### src/rtl/dbase_mult_pkg.sv
package dbase_mult_pkg;

    localparam int unsigned SEL_W   = 3;
    localparam int unsigned SH_W    = 3;
    localparam int unsigned N_LANES = 3;
    localparam int unsigned LANE_W  = SEL_W + SH_W;

    localparam logic [SEL_W-1:0] SEL_ZERO = 3'd0;
    localparam logic [SEL_W-1:0] SEL_X1   = 3'd1;
    localparam logic [SEL_W-1:0] SEL_X3   = 3'd2;
    localparam logic [SEL_W-1:0] SEL_X9   = 3'd3;
    localparam logic [SEL_W-1:0] SEL_X27  = 3'd4;
    localparam logic [SEL_W-1:0] SEL_X5   = 3'd5;

    typedef struct packed {
        logic [SH_W-1:0]  shift;
        logic [SEL_W-1:0] sel;
    } lane_ctrl_t;

    function automatic logic sel_is_idle(input logic [SEL_W-1:0] s);
        return (s == SEL_ZERO) || (s > SEL_X5);
    endfunction

endpackage

### src/rtl/dbase_term_lane.sv
module dbase_term_lane
    import dbase_mult_pkg::*;
#(
    parameter int unsigned M_W = 13,
    parameter int unsigned T_W = M_W + 7
) (
    input  logic signed [M_W-1:0] m1,
    input  logic signed [M_W-1:0] m3,
    input  logic signed [M_W-1:0] m9,
    input  logic signed [M_W-1:0] m27,
    input  logic signed [M_W-1:0] m5,
    input  lane_ctrl_t            cfg,
    output logic signed [T_W-1:0] term
);

    logic signed [M_W-1:0] picked;

    always_comb begin
        unique case (cfg.sel)
            SEL_X1:  picked = m1;
            SEL_X3:  picked = m3;
            SEL_X9:  picked = m9;
            SEL_X27: picked = m27;
            SEL_X5:  picked = m5;
            default: picked = '0;
        endcase
    end

    assign term = T_W'(picked) <<< cfg.shift;

endmodule

### src/rtl/dbase_sum_tree.sv
module dbase_sum_tree #(
    parameter int unsigned T_W = 20,
    parameter int unsigned S_W = T_W + 2
) (
    input  logic signed [T_W-1:0] t0,
    input  logic signed [T_W-1:0] t1,
    input  logic signed [T_W-1:0] t2,
    output logic signed [S_W-1:0] sum
);

    logic signed [S_W-1:0] first_pair;

    assign first_pair = S_W'(t0) + S_W'(t1);
    assign sum        = first_pair + S_W'(t2);

endmodule

### src/rtl/dbase_mult.sv
module dbase_mult
    import dbase_mult_pkg::*;
#(
    parameter int unsigned X_W    = 8,
    parameter int unsigned C_W    = 8,
    localparam int unsigned M_W   = X_W + 5,
    localparam int unsigned T_W   = M_W + (1 << SH_W) - 1,
    localparam int unsigned S_W   = T_W + 2,
    localparam int unsigned P_W   = X_W + C_W,
    localparam int unsigned CTRL_W = N_LANES * LANE_W + SH_W
) (
    input  logic                     clk,
    input  logic                     rst,
    input  logic signed [M_W-1:0]    mult_x1,
    input  logic signed [M_W-1:0]    mult_x3,
    input  logic signed [M_W-1:0]    mult_x9,
    input  logic signed [M_W-1:0]    mult_x27,
    input  logic signed [M_W-1:0]    mult_x5,
    input  logic [CTRL_W-1:0]        ctrl,
    output logic signed [P_W-1:0]    product
);

    lane_ctrl_t            lane_cfg [N_LANES];
    logic signed [T_W-1:0] lane_term [N_LANES];
    logic [SH_W-1:0]       common_shift;
    logic signed [S_W-1:0] term_sum;
    logic signed [P_W-1:0] product_next;

    assign common_shift = ctrl[CTRL_W-1 -: SH_W];

    for (genvar g = 0; g < N_LANES; g++) begin : g_lane
        assign lane_cfg[g] = lane_ctrl_t'(ctrl[g*LANE_W +: LANE_W]);

        dbase_term_lane #(.M_W(M_W), .T_W(T_W)) u_lane (
            .m1   (mult_x1),
            .m3   (mult_x3),
            .m9   (mult_x9),
            .m27  (mult_x27),
            .m5   (mult_x5),
            .cfg  (lane_cfg[g]),
            .term (lane_term[g])
        );
    end

    dbase_sum_tree #(.T_W(T_W), .S_W(S_W)) u_tree (
        .t0  (lane_term[0]),
        .t1  (lane_term[1]),
        .t2  (lane_term[2]),
        .sum (term_sum)
    );

    assign product_next = P_W'(term_sum) <<< common_shift;

    always_ff @(posedge clk) begin
        if (rst) product <= '0;
        else     product <= product_next;
    end

    // reset clears the registered product
    a_r1_reset_clear: assert property (@(posedge clk)
        rst |=> (product == '0));

    // all lanes idle (code 0, 6 or 7) gives a zero product
    a_r2_idle_zero: assert property (@(posedge clk) disable iff (rst)
        (sel_is_idle(lane_cfg[0].sel) && sel_is_idle(lane_cfg[1].sel) &&
         sel_is_idle(lane_cfg[2].sel)) |=> (product == '0));

    // a lone x term in lane 0 appears shifted by the lane shift
    a_r3_lane_shift: assert property (@(posedge clk) disable iff (rst)
        (lane_cfg[0].sel == SEL_X1 && sel_is_idle(lane_cfg[1].sel) &&
         sel_is_idle(lane_cfg[2].sel) && common_shift == '0)
        |=> (product == (P_W'($past(mult_x1)) <<< $past(lane_cfg[0].shift))));

    // a lone unshifted x term appears shifted by the common shift
    a_r7_common_shift: assert property (@(posedge clk) disable iff (rst)
        (lane_cfg[0].sel == SEL_X1 && lane_cfg[0].shift == '0 &&
         sel_is_idle(lane_cfg[1].sel) && sel_is_idle(lane_cfg[2].sel))
        |=> (product == (P_W'($past(mult_x1)) <<< $past(common_shift))));

endmodule

### config.mk
export PLATFORM = sky130hd
export DESIGN_NAME = dbase_mult
export DESIGN_NICKNAME = d
export VERILOG_FILES = /design/src/rtl/dbase_mult_pkg.sv /design/src/rtl/dbase_term_lane.sv /design/src/rtl/dbase_sum_tree.sv /design/src/rtl/dbase_mult.sv
export SDC_FILE = /design/constraint.sdc
export NUM_CORES = 1
export LEC_CHECK = 0
export CAP_MARGIN = 10
export CORE_UTILIZATION = 50
export CTS_BUF_LIST = sky130_fd_sc_hd__clkbuf_8
export DETAILED_ROUTE_END_ITERATION = 16
export GPL_TIMING_DRIVEN = 0
export MAX_ROUTING_LAYER = met4
export PLACE_DENSITY = 0.9
export SLEW_MARGIN = 10
export SYNTH_ARGS = -nofsm -noshare
export SYNTH_HDL_FRONTEND = slang
export SYNTH_SLANG_ARGS = --single-unit
### constraint.sdc
create_clock -name clk -period 5.61 [get_ports clk]
set_input_delay 0.8415 -clock clk [delete_from_list [all_inputs] [get_ports clk]]
set_output_delay 0.8415 -clock clk [all_outputs]
set_load 0.05 [all_outputs]
# [After elaboration in Yosys (flattened, before gate mapping)]
# Cells that the tools add are included.
[word_totals] reg_bits=16 wordCells=25
[classes] n_eq_ne=15 n_addsub=2 n_shift=4 muxes=3
[ops] op="$pmux W13 S5" n=3
[ops] op="$sshl A13 B3 Y16" n=3
[ops] op="$add A16 B16 Y16" n=2
[ops] op="$eq A3 B2 Y1 const B" n=6
[ops] op="$eq A3 B3 Y1 const B" n=6
[ops] op="$sshl A16 B3 Y16" n=1
[ops] op="$eq A3 B1 Y1 const B" n=3

# [Logic depth before layout (Yosys ltp)]
[depth] word_depth=6 ltp_mapped=23 mapped_depth_nobuf=19

# [By module]
# A second synthesis with hierarchy kept.
[hier_totals] hier_cells=867 area_unflattened_um2=7504.7
[modules_own_cells] mod="dbase_term_lane" area_per_inst_um2=1778.0 seq_area_each_um2=0.0 n_inst=3 cells_each=214
[modules_own_cells] mod="dbase_sum_tree" area_per_inst_um2=1333.8 seq_area_each_um2=0.0 n_inst=1 cells_each=146
[modules_own_cells] mod="dbase_mult" area_per_inst_um2=837.1 seq_area_each_um2=320.3 n_inst=1 cells_each=79

# [Least setup slack after synthesis]
# OpenSTA, ideal clock, no wires.
[synth_path] path_type="input to register" startpoint="input ctrl[1]" endpoint="register product[10]" stages=21 path_slack_ps=305 path_buffers=3 t_arrival_ps=5178 t_required_ps=5482 cell_sequence="clkbuf_2 -> nor2b_1 -> clkbuf_1 -> buf_1 -> nand2_1 -> o211ai_1 -> nand2_1 -> mux2i_1 -> o21ai_0 -> or2_2 -> fa_1 -> inv_1 -> ha_1 -> a211oi_1 -> o21ai_0 -> a31oi_1 -> mux2i_1 -> nor2_1 -> mux4_2 -> mux2i_1 -> nor2_1"
[synth_via] elab_chain_cells=6
[synth_rtl] item="start, declared" line="dbase_mult.sv:19" rtl="input logic [CTRL_W-1:0] ctrl,"
[synth_rtl] item="$eq A3 B3 Y1 (tied with other cells)" line="dbase_term_lane.sv:19" rtl="unique case (cfg.sel)"
[synth_rtl] item="$pmux W13 S5 (*)" line="dbase_term_lane.sv:19"
[synth_rtl] item="$sshl A13 B3 Y16 (*)" line="dbase_term_lane.sv:29" rtl="assign term = T_W'(picked) <<< cfg.shift;"
[synth_rtl] item="$add A16 B16 Y16 (*)" line="dbase_sum_tree.sv:13" rtl="assign first_pair = S_W'(t0) + S_W'(t1);"
[synth_rtl] item="$add A16 B16 Y16 (*)" line="dbase_sum_tree.sv:14" rtl="assign sum = first_pair + S_W'(t2);"
[synth_rtl] item="$sshl A16 B3 Y16 (*)" line="dbase_mult.sv:52" rtl="assign product_next = P_W'(term_sum) <<< common_shift;"
[synth_rtl] item="end signal, assigned" line="dbase_mult.sv:56" rtl="else product <= product_next;"
[synth_rtl] item="end, declared" line="dbase_mult.sv:20" rtl="output logic signed [P_W-1:0] product"
# Mark *: on every way between the ends. The rest lies on a longest branch, timed or not.
# A chain may end at the register's enable or synchronous reset.

# [Final worst setup path]
[layout_path] startpoint="input ctrl[8]" endpoint="register product[10]"
# Same word-level chain as after synthesis.

==> flow_results.xml <==
<?xml version="1.0" encoding="UTF-8"?>
<metrics>
  <group name="pwr">
    <metric name="switching_share" unit="">0.498</metric>
    <metric name="power_switching" unit="µW">738</metric>
    <metric name="pwr-share-comb" unit="">0.831</metric>
    <metric name="p_leak" unit="nW">2.85</metric>
    <metric name="pwr_density_cell" unit="nW/µm²">223</metric>
    <metric name="clock_power_share" unit="">0.069</metric>
    <metric name="power_report.internal_total" unit="µW">743</metric>
    <metric name="power.ir.vdd_worst" unit="mV">0.195</metric>
    <metric name="post-layout-total-power" unit="mW">1.48</metric>
    <metric name="pwr-share-seq" unit="">0.100</metric>
  </group>
  <group name="hold_path">
    <metric name="hold_path_start" unit="">rst</metric>
    <metric name="hold_end" unit="">product[4]</metric>
    <metric name="worstHoldPathType" unit="">in2reg</metric>
    <metric name="holdPathStages" unit="">2</metric>
  </group>
  <group name="setup_path">
    <metric name="critPathMaxStageDelay" unit="ns">0.63</metric>
    <metric name="critical-path-top-cell-by-count" unit="">sky130_fd_sc_hd__nor2_1</metric>
    <metric name="crit_path_start_kind" unit="">input pin</metric>
    <metric name="cp_top_family" unit="">buffers and inverters</metric>
    <metric name="setup.worst_path.class" unit="">in2reg</metric>
    <metric name="critical_path_required" unit="ns">5.74</metric>
    <metric name="critical-path-slowest-cell" unit="">sky130_fd_sc_hd__clkdlybuf4s50_1</metric>
    <metric name="critical_path_buf_inv_count" unit="">4</metric>
    <metric name="cp_cell_sequence" unit="">clkdlybuf4s50_1 -&gt; nand2b_4 -&gt; buf_2 -&gt; o22a_1 -&gt; or2_2 -&gt; nor2_1 -&gt; a21oi_1 -&gt; or2_2 -&gt; fa_1 -&gt; inv_1 -&gt; ha_1 -&gt; a211oi_2 -&gt; o21ai_1 -&gt; a31oi_2 -&gt; buf_4 -&gt; mux2i_1 -&gt; nor2_1 -&gt; mux4_2 -&gt; mux2i_1 -&gt; nor2_1</metric>
    <metric name="crit_path_end_kind" unit="">flop</metric>
    <metric name="worst_path_arrival" unit="ns">5.51</metric>
    <metric name="crit_fanout" unit="">10</metric>
  </group>
  <group name="yosys">
    <metric name="postSynthCellCount" unit="">684</metric>
    <metric name="yosys.area.top_type" unit="">sky130_fd_sc_hd__mux2i_1</metric>
    <metric name="average_cell_area_after_synthesis" unit="µm²">7.78</metric>
    <metric name="synth.yosys.seq_area_share" unit="">0.0602</metric>
    <metric name="synth-edff-count" unit="">0</metric>
    <metric name="synthesis.nets" unit="">802</metric>
    <metric name="synth-warning-count" unit="">0</metric>
    <metric name="yosys-top-cells-area" unit="">sky130_fd_sc_hd__mux2i_1 18%, sky130_fd_sc_hd__mux2_2 9.1%, sky130_fd_sc_hd__mux4_2 6.4%, sky130_fd_sc_hd__dfxtp_1 6.0%, sky130_fd_sc_hd__fa_1 6.0%</metric>
    <metric name="synth_top_area_frac" unit="">0.181</metric>
    <metric name="synth_area" unit="µm²">5320</metric>
    <metric name="synth_seq_cells" unit="">16</metric>
    <metric name="ys_async_sr_fraction" unit="">0</metric>
    <metric name="synth-main-ff-cell" unit="">sky130_fd_sc_hd__dfxtp_1</metric>
    <metric name="synth_cell_types" unit="">66</metric>
  </group>
  <group name="cts">
    <metric name="clock_tree.htree_level_count" unit="">1</metric>
    <metric name="clkSlewWorstSetupHoldPaths" unit="ns">0.06</metric>
    <metric name="clk_root_buffer_cell" unit="">sky130_fd_sc_hd__clkbuf_8</metric>
    <metric name="cts_tree" unit="">built</metric>
    <metric name="ctsLongestPathBuffers" unit="">2</metric>
    <metric name="numClockSinks" unit="">16</metric>
    <metric name="hold_buffers_post_cts" unit="">0</metric>
    <metric name="numCtsBuffers" unit="">3</metric>
  </group>
  <group name="floorplan">
    <metric name="die_x" unit="µm">105</metric>
    <metric name="floorplan.die_area" unit="µm²">11100</metric>
    <metric name="initial_core_util" unit="">0.515</metric>
    <metric name="rows" unit="">37</metric>
    <metric name="core-area" unit="µm²">10300</metric>
    <metric name="ioPinCount" unit="">104</metric>
    <metric name="floorplan.die.height" unit="µm">105</metric>
  </group>
  <group name="grt">
    <metric name="grt_first_pass_wirelength" unit="µm">27400</metric>
    <metric name="initial_antenna_violation_count" unit="">0</metric>
    <metric name="grt-ovfl-total" unit="">0</metric>
    <metric name="track_usage" unit="">0.314</metric>
    <metric name="grt_pass1_vias" unit="">5756</metric>
    <metric name="grt_start_max_net_pins" unit="">11</metric>
  </group>
  <group name="sta">
    <metric name="hold_viol" unit="">0</metric>
    <metric name="least_setup_slack_across_all_paths_after_layout" unit="ns">0.229</metric>
    <metric name="final_min_period_over_clock_period" unit="">0.959</metric>
    <metric name="finalHoldWorstSlack" unit="ns">0.957</metric>
    <metric name="fmax" unit="GHz">0.186</metric>
    <metric name="period_needed" unit="ns">5.38</metric>
    <metric name="report.final.setup_viol" unit="">0</metric>
    <metric name="timing.slew.headroom" unit="">0.601</metric>
    <metric name="drv_slew" unit="">0</metric>
    <metric name="timing_worst_slew_pin_value" unit="ns">0.599</metric>
  </group>
  <group name="cells_and_area">
    <metric name="registers.top_by_ff_count" unit="">product</metric>
    <metric name="syn_to_final_growth" unit="%">24.9</metric>
    <metric name="mostFrequentLayoutCell" unit="">sky130_fd_sc_hd__mux2i_1</metric>
    <metric name="layout.cells.most_common_list" unit="">95 x sky130_fd_sc_hd__mux2i_1, 92 x sky130_fd_sc_hd__clkdlybuf4s50_1, 62 x sky130_fd_sc_hd__nand2_1</metric>
    <metric name="largest_register_ffs" unit="">16</metric>
    <metric name="final_nets" unit="">905</metric>
    <metric name="ant_diodes" unit="">0</metric>
    <metric name="drive_above_1_share" unit="">0.154</metric>
    <metric name="final-instance-count-excl-fill" unit="">922</metric>
    <metric name="reg_top3" unit="">product x16</metric>
  </group>
  <group name="drt">
    <metric name="final_wirelength" unit="µm">17100</metric>
    <metric name="dr.pass1.iters" unit="">5</metric>
    <metric name="route.detailed.vias_per_inst" unit="">6.57</metric>
    <metric name="drc" unit="">0</metric>
    <metric name="ant_nets" unit="">0</metric>
    <metric name="detail_route.wl_per_cell" unit="µm">18.6</metric>
    <metric name="detailedRoute.firstIterationViolations" unit="">594</metric>
    <metric name="detailroute.via_count" unit="">6061</metric>
  </group>
  <group name="place">
    <metric name="detailed_place_hpwl" unit="µm">13600</metric>
    <metric name="gp_congestion" unit="">1.01</metric>
    <metric name="preCtsSetupSlack" unit="ns">-0.922</metric>
    <metric name="numPlacedInstances" unit="">915</metric>
    <metric name="buffer_ports.inserted" unit="">95</metric>
  </group>
  <group name="job">
    <metric name="drv_cap" unit="">0</metric>
  </group>
  <group name="run_status">
    <metric name="run_status" unit="">finished clean</metric>
  </group>
</metrics>
==> cells in the mapped netlist, drive strengths merged (15+ instances only) <==
| cell type | n |
|---|---|
| mux4 | 15 |
| nand2 | 62 |
| inv | 37 |
| clkbuf | 37 |
| dfxtp | 16 |
| buf | 15 |
| o21ai | 29 |
| a21oi | 43 |
| mux2 | 43 |
| a22oi | 17 |
| mux2i | 97 |
| fa | 16 |
| nor2 | 50 |
| o22a | 17 |
==> worst max path at each step <==
stage / startpoint / endpoint / cells after the start
after CTS: ctrl[6] / product[10] / 22
after detailed placement: ctrl[6] / product[10] / 21
final: ctrl[8] / product[10] / 20
after floorplan: ctrl[1] / product[10] / 21
after global placement: ctrl[6] / product[10] / 21
after global routing: ctrl[8] / product[15] / 18
==> metal layers <==
metal  vias up  GRT usage  share of wire
li1       2750          -              -
met1      2763      0.396           0.40
met2       445      0.500           0.45
met3       103     0.0399          0.095
met4         0      0.144          0.053
met5         -          -              0
==> power by group through the flow <==
stage                     Clock, mW  Sequential, mW  Combinational, mW
after CTS                     0.103           0.149               1.19
after global placement            0           0.150               1.15
after detailed placement          0           0.152               1.17
after global routing          0.109           0.151               1.33
final                         0.102           0.149               1.23
after floorplan                   0           0.249              0.773
==> repair_timing <==
| action | CTS | global route |
|---|---|---|
| pin swaps | 1 | 4 |
| setup endpoints to repair | 10 | 9 |
| resized for setup | 14 | 52 |
| setup buffers | 1 | 4 |
==> stage by stage <==
step | cell area (µm²) | TNS (ns) | utilization
final | 6640 | 0 | 0.643
after global routing | 6640 | -0.0423 | 0.643
after CTS | 6540 | 0 | 0.633
after detailed placement | 6440 | -7.35 | 0.624
after global placement | 6440 | -6.32 | 0.624
after floorplan | 5320 | 0 | -
==> layout make-up <==
class                      count  area (µm²)
multi-input combinational    575        4650
fill                         826        3680
timing repair buffer         100         996
sequential                    16         320
buffer                        50         298
tap                          136         170
inverter                      41         154
clock buffer                   4        55.1
==> cells by family after synthesis <==
kind of cell    share of synthesized area
simple gates                        0.177
compound gates                      0.244
mux                                 0.339
buf+inv                            0.0727
fa+ha+maj                          0.0932
flops                              0.0602
xor+xnor                           0.0132
Power figures use the tool's default switching activity.
